--- config.mk ---
export PLATFORM = sky130hd
export DESIGN_NAME = safety_interlock_monitor
export DESIGN_NICKNAME = d
export VERILOG_FILES = /design/src/rtl/sim_pkg.sv /design/src/rtl/sim_sync.sv /design/src/rtl/sim_disc_timer.sv /design/src/rtl/sim_attempt_cnt.sv /design/src/rtl/safety_interlock_monitor.sv
export SDC_FILE = /design/constraint.sdc
export NUM_CORES = 1
export LEC_CHECK = 0
export ABC_AREA = 1
export BUFFER_PORTS_ARGS = -buffer_cell sky130_fd_sc_hd__buf_2
export CAP_MARGIN = 20
export CORE_MARGIN = 10
export CORE_UTILIZATION = 62
export DETAILED_ROUTE_END_ITERATION = 8
export PLACE_DENSITY = 0.8
export SKIP_LAST_GASP = 1
export SYNTH_ARGS = -nofsm -noshare
export SYNTH_HDL_FRONTEND = slang
export SYNTH_SLANG_ARGS = --single-unit
--- constraint.sdc ---
create_clock -name clk -period 3 [get_ports clk]
set_input_delay 0.3 -clock clk [delete_from_list [all_inputs] [get_ports clk]]
set_output_delay 0.3 -clock clk [all_outputs]
set_load 0.005 [all_outputs]
--- src/rtl/sim_pkg.sv ---
package sim_pkg;
    typedef enum logic [1:0] {
        ST_IDLE      = 2'd0,
        ST_RUN       = 2'd1,
        ST_FAULT     = 2'd2,
        ST_FAULT_CLR = 2'd3
    } sim_state_e;
endpackage

--- src/rtl/sim_sync.sv ---
module sim_sync #(
    parameter int WIDTH  = 4,
    parameter int STAGES = 2
) (
    input  logic             clk,
    input  logic [WIDTH-1:0] d_i,
    output logic [WIDTH-1:0] q_o
);
    for (genvar g = 0; g < WIDTH; g++) begin : g_bit
        logic [STAGES-1:0] chain;
        always_ff @(posedge clk) begin
            chain <= {chain[STAGES-2:0], d_i[g]};
        end
        assign q_o[g] = chain[STAGES-1];
    end
endmodule

--- src/rtl/sim_disc_timer.sv ---
module sim_disc_timer #(
    parameter int DISC_CYCLES = 8
) (
    input  logic clk,
    input  logic rst,
    input  logic mismatch_i,
    output logic timeout_o
);
    localparam int CW = (DISC_CYCLES > 1) ? $clog2(DISC_CYCLES) : 1;
    localparam logic [CW-1:0] LIM = CW'(DISC_CYCLES - 1);

    logic [CW-1:0] cnt;

    always_ff @(posedge clk) begin
        if (rst || !mismatch_i) begin
            cnt <= '0;
        end else if (cnt != LIM) begin
            cnt <= cnt + 1'b1;
        end
    end

    assign timeout_o = mismatch_i && (cnt == LIM);

    // agreement restarts the window
    a_r6_timer_restart: assert property (@(posedge clk) disable iff (rst)
        !mismatch_i |=> (cnt == '0));
    // the count grows one step per mismatching cycle below the limit
    a_r6_timer_step: assert property (@(posedge clk) disable iff (rst)
        (mismatch_i && cnt != LIM) |=> (cnt == $past(cnt) + 1'b1));
endmodule

--- src/rtl/sim_attempt_cnt.sv ---
module sim_attempt_cnt #(
    parameter int CNT_W = 16
) (
    input  logic             clk,
    input  logic             rst,
    input  logic             btn_i,
    output logic             edge_o,
    output logic [CNT_W-1:0] count_o
);
    localparam logic [CNT_W-1:0] MAXV = '1;

    logic prev;

    always_ff @(posedge clk) begin
        if (rst) begin
            prev <= 1'b1;
        end else begin
            prev <= btn_i;
        end
    end

    assign edge_o = btn_i && !prev;

    always_ff @(posedge clk) begin
        if (rst) begin
            count_o <= '0;
        end else if (edge_o && count_o != MAXV) begin
            count_o <= count_o + 1'b1;
        end
    end

    // saturation holds
    a_r9_hold_max: assert property (@(posedge clk) disable iff (rst)
        (count_o == MAXV) |=> (count_o == MAXV));
    // each edge below saturation adds one
    a_r9_step: assert property (@(posedge clk) disable iff (rst)
        (edge_o && count_o != MAXV) |=> (count_o == $past(count_o) + 1'b1));
    // no edge, no change
    a_r9_quiet: assert property (@(posedge clk) disable iff (rst)
        !edge_o |=> $stable(count_o));
endmodule

--- src/rtl/safety_interlock_monitor.sv ---
module safety_interlock_monitor
    import sim_pkg::*;
#(
    parameter int DISC_CYCLES = 5_000_000,
    parameter int CNT_W       = 16,
    parameter int SYNC_STAGES = 2
) (
    input  logic             clk,
    input  logic             rst,
    input  logic             chan_a_i,
    input  logic             chan_b_i,
    input  logic             fdbk_i,
    input  logic             reset_btn_i,
    output logic             healthy_o,
    output logic             interlock_o,
    output logic             drive_a_o,
    output logic             drive_b_o,
    output logic             fault_o,
    output logic [CNT_W-1:0] attempts_o
);
    localparam int NIN = 4;

    logic [NIN-1:0] raw, syn;
    logic           a_s, b_s, fb_s, btn_s;
    logic           healthy, btn_edge, timeout, both_low;
    sim_state_e     state, state_nx;

    assign raw = {reset_btn_i, fdbk_i, chan_b_i, chan_a_i};

    sim_sync #(.WIDTH(NIN), .STAGES(SYNC_STAGES)) u_sync (
        .clk (clk),
        .d_i (raw),
        .q_o (syn)
    );

    assign a_s   = syn[0];
    assign b_s   = syn[1];
    assign fb_s  = syn[2];
    assign btn_s = syn[3];

    assign healthy  = a_s && b_s && fb_s;
    assign both_low = !a_s && !b_s;

    sim_disc_timer #(.DISC_CYCLES(DISC_CYCLES)) u_timer (
        .clk        (clk),
        .rst        (rst),
        .mismatch_i (a_s ^ b_s),
        .timeout_o  (timeout)
    );

    sim_attempt_cnt #(.CNT_W(CNT_W)) u_cnt (
        .clk     (clk),
        .rst     (rst),
        .btn_i   (btn_s),
        .edge_o  (btn_edge),
        .count_o (attempts_o)
    );

    always_comb begin
        state_nx = state;
        unique case (state)
            ST_IDLE: begin
                if (timeout)                    state_nx = ST_FAULT;
                else if (btn_edge && healthy)   state_nx = ST_RUN;
            end
            ST_RUN: begin
                if (timeout)                    state_nx = ST_FAULT;
                else if (!healthy)              state_nx = ST_IDLE;
            end
            ST_FAULT: begin
                if (both_low)                   state_nx = ST_FAULT_CLR;
            end
            ST_FAULT_CLR: begin
                if (timeout)                    state_nx = ST_FAULT;
                else if (btn_edge && healthy)   state_nx = ST_IDLE;
            end
            default:                            state_nx = ST_IDLE;
        endcase
    end

    always_ff @(posedge clk) begin
        if (rst) begin
            state <= ST_IDLE;
        end else begin
            state <= state_nx;
        end
    end

    always_comb begin
        healthy_o   = healthy;
        interlock_o = (state == ST_RUN) && healthy && !rst;
        drive_a_o   = interlock_o;
        drive_b_o   = interlock_o;
        fault_o     = ((state == ST_FAULT) || (state == ST_FAULT_CLR)) && !rst;
    end

    // entry to the run state needs a restart edge while healthy
    a_r2_set_needs_edge: assert property (@(posedge clk) disable iff (rst)
        (state == ST_RUN && $past(state) != ST_RUN) |-> $past(btn_edge && healthy));
    // loss of health leaves the run state
    a_r3_drop_leaves_run: assert property (@(posedge clk) disable iff (rst)
        !healthy |=> (state != ST_RUN));
    // a latched fault stays latched until the recovery state is left
    a_r7_fault_persists: assert property (@(posedge clk) disable iff (rst)
        (state == ST_FAULT) |=> fault_o);
    // fault clearing needs a healthy restart edge
    a_r7_clear_needs_edge: assert property (@(posedge clk) disable iff (rst)
        (state == ST_IDLE && $past(state) == ST_FAULT_CLR) |-> $past(btn_edge && healthy));
    // a latched fault keeps the interlock off
    a_r6_fault_blocks: assert property (@(posedge clk) disable iff (rst)
        fault_o |-> !interlock_o);
endmodule

==> impl_metrics.json <==
{
  "first_pass_iters": 4,
  "rows": 22,
  "netlist.area_leader.share_pct": 40.5,
  "reg2reg_to": "u_cnt.count_o[9]",
  "tritoncts": "done",
  "synth_cell_type_count": 34,
  "crit_required_ns": 3.21,
  "cpMaxStageDelayCell": "dfxtp_1",
  "cts_buffers": 5,
  "worst_pin_slew_ns": 0.446,
  "cts.sinks": 50,
  "relSlewSlack_pct": 70.2,
  "path_clk_slew_ns": 0.10,
  "synth.area.mux_share_pct": 0,
  "grt_usage_pct": 14.4,
  "synth_compound_area_share_pct": 10.5,
  "nFillCells": 305,
  "synth_top_area_cell": "dfxtp_1",
  "ys_seq_area_share_pct": 40.5,
  "clock_latency_ns": 0.30,
  "antenna_cells": 0,
  "placed_cells": 415,
  "critPathTopFamily": "simple AND/OR/NAND/NOR gates",
  "r2r_cells": 10,
  "slew_viol_final": 0,
  "dieHeight_um": 83.2,
  "dp_hpwl_um": 3780,
  "finalSetupTns_ns": 0,
  "fin_crit_sh_pct": 59.6,
  "crit_buf_inv": 0,
  "reg2reg_from": "u_cnt.count_o[0]",
  "antenna_found_initial": 0,
  "core-area_um2": 3770,
  "p_leak_nw": 1.12,
  "max_freq_ghz": 0.560,
  "hp-class": "input pin to flip-flop",
  "yosys_register_bits": 50,
  "h-tree-depth": 2,
  "worst-setup-path-type": "flip-flop to flip-flop",
  "via_per_inst": 5.25,
  "cts_root_buffer": "clkbuf_8",
  "synth_xor_area_share_pct": 3.54,
  "reg2reg_setup_slack_ns": 1.21,
  "vias": 2222,
  "cts.path.max_buffers": 2,
  "hold_violations": 0,
  "timing.final.crit_period_ns": 1.79,
  "totalWireLength_um": 5020,
  "synth_top_family_by_area": "simple AND/OR/NAND/NOR gates",
  "overflow": 0,
  "cpMostUsedCell": "nand2_1",
  "final_layout_size_suffix_gt1_share_pct": 17.3,
  "cp-start-kind": "flip-flop",
  "grt_pass1_vias": 2009,
  "path_cells": "ha_1, nand2_1, nor3_4, nand3_1, nand2_2, nand2_4, nand2_1, o21ai_1, nand2_1, nor2_1",
  "skew_ns": 0.0157,
  "cp.arrival_ns": 1.99,
  "die-area_um2": 6920,
  "holdPathStages": 1,
  "grt_pass1_wl_um": 8740,
  "start_util_pct": 65.6,
  "rsz0062_at_grt": "no",
  "cpPeakStageDelay_ns": 0.40,
  "syn_avg_cell_area_um2": 7.15,
  "grt_max_degree": 16,
  "synth_nets": 356,
  "gp_congestion": 0.863,
  "port_buffers": 26,
  "synth.cell_area_um2": 2470,
  "yosys.area_share.simple_pct": 35.3,
  "startpoint": "u_cnt.count_o[0]",
  "final_nets": 384,
  "drt_iter0_drc": 127,
  "post-cts-setup-buffers": 0,
  "synthCells": 346,
  "ant_nets": 0,
  "crit_cells": 10,
  "synthAdderAreaFrac_pct": 2.02,
  "finalSetupViolCount": 0,
  "ios": 27,
  "endpoint_kind": "flip-flop",
  "synth_area_leaders": "dfxtp_1 (40%), nand2_1 (11%), nor2_1 (7.0%), inv_1 (5.5%), a21oi_1 (4.9%)",
  "die_width_um": 83.2,
  "layout_common_cells": "nand2_1 (74), dfxtp_1 (50), nor2_1 (46)",
  "endpoint": "u_cnt.count_o[9]",
  "ctsHoldBuffers": 0,
  "post_cts_resized": 0,
  "yosys_warnings": 0,
  "drc": 0,
  "outcome": "finished clean",
  "fin_cells": 423,
  "p_per_area_nw_per_um2": 496,
  "ir_drop_v": 0.000344,
  "cp_max_fo": 15,
  "layout_commonest_cell": "nand2_1",
  "wl_per_cell_um": 11.9,
  "cap_viol_max_count": 0,
  "area_delta_synth_final_pct": 12.1
}
==> where the power goes <==
group / switching, mW / total (mW) / leakage (nW) / internal [mW]
sequential: 0.0132 / 0.695 / 0.407 / 0.682
combinational: 0.0681 / 0.107 / 0.646 / 0.0394
clock: 0.218 / 0.573 / 0.0714 / 0.356
==> logic make-up (layout without fill, tap and decap cells) <==
logic type	count (synthesis)	in the layout
buffers and inverters	50	79
XOR/XNOR	10	10
flip-flops	50	50
adder cells (fa/ha/maj)	4	4
AO/OA/AOI/OAI	47	47
AND/OR/NAND/NOR	185	185
==> routing by layer <==
| metal | vias to the layer above | wire [um] | GRT usage, % | share of wire [%] |
|---|---|---|---|---|
| li1 | 1175 | - | - | - |
| met1 | 1000 | 2510 | 18.5 | 50 |
| met2 | 40 | 2230 | 23.1 | 44 |
| met3 | 7 | 219 | 3.42 | 4.4 |
| met4 | 0 | 56 | 4.31 | 1.1 |
| met5 | - | 0 | 0 | 0 |
==> per-stage QoR <==
| stage | area (um2) | worst slack (ns) | hold WS, ns | util, % | power, mW |
|---|---|---|---|---|---|
| global route | 2770 | 0.981 | 0.0834 | 73.5 | 1.43 |
| CTS | 2770 | 1.22 | 0.0941 | 73.5 | 1.39 |
| detailed placement | 2630 | 1.24 | 0.312 | 69.7 | 0.818 |
| finish | 2770 | 1.21 | 0.0993 | 73.5 | 1.38 |
| floorplan | 2470 | 1.46 | 0.310 | - | 0.793 |
| global placement | 2630 | 1.28 | 0.311 | 69.7 | 0.816 |
==> sequential cells by signal, summed over array words and instances (netlist names) <==
name,cells
u_cnt.prev,1
u_timer.cnt,23
u_cnt.count_o,16
u_sync.g_bit.chain,8
state,2
==> Yosys cell counts (all sizes together) <==
library cell	n
nand2	82
dfxtp	50
nor2	50
inv	45
a21oi	27
nand3	22
nand4	14
o21ai	13
nor3	10
xnor2	6
a31oi	4
ha	4
xor2	4
buf	3
o21a	3
clkbuf	2
nor3b	2
or2	2
and2	1
and3	1
nor4	1
==> layout make-up <==
class	instances	area [um2]	area share, %
Tap cell	48	60.1	2.17
Inverter	45	169	6.09
Clock inverter	2	60.1	2.17
Sequential cell	50	1000	36.1
Multi-Input combinational cell	246	1270	45.8
Timing Repair Buffer	26	130	4.69
Clock buffer	6	82.6	2.98
==> worst min path at each step <==
stage | from | to | slack, ns
floorplan | u_sync.g_bit[0].chain[0] | u_sync.g_bit[0].chain[1] | 0.31
global placement | u_sync.g_bit[2].chain[0] | u_sync.g_bit[2].chain[1] | 0.31
detailed placement | u_sync.g_bit[0].chain[0] | u_sync.g_bit[0].chain[1] | 0.31
CTS | chan_b_i | u_sync.g_bit[1].chain[0] | 0.09
global route | chan_b_i | u_sync.g_bit[1].chain[0] | 0.08
finish | chan_b_i | u_sync.g_bit[1].chain[0] | 0.1
(Power assumes the default switching activity.)
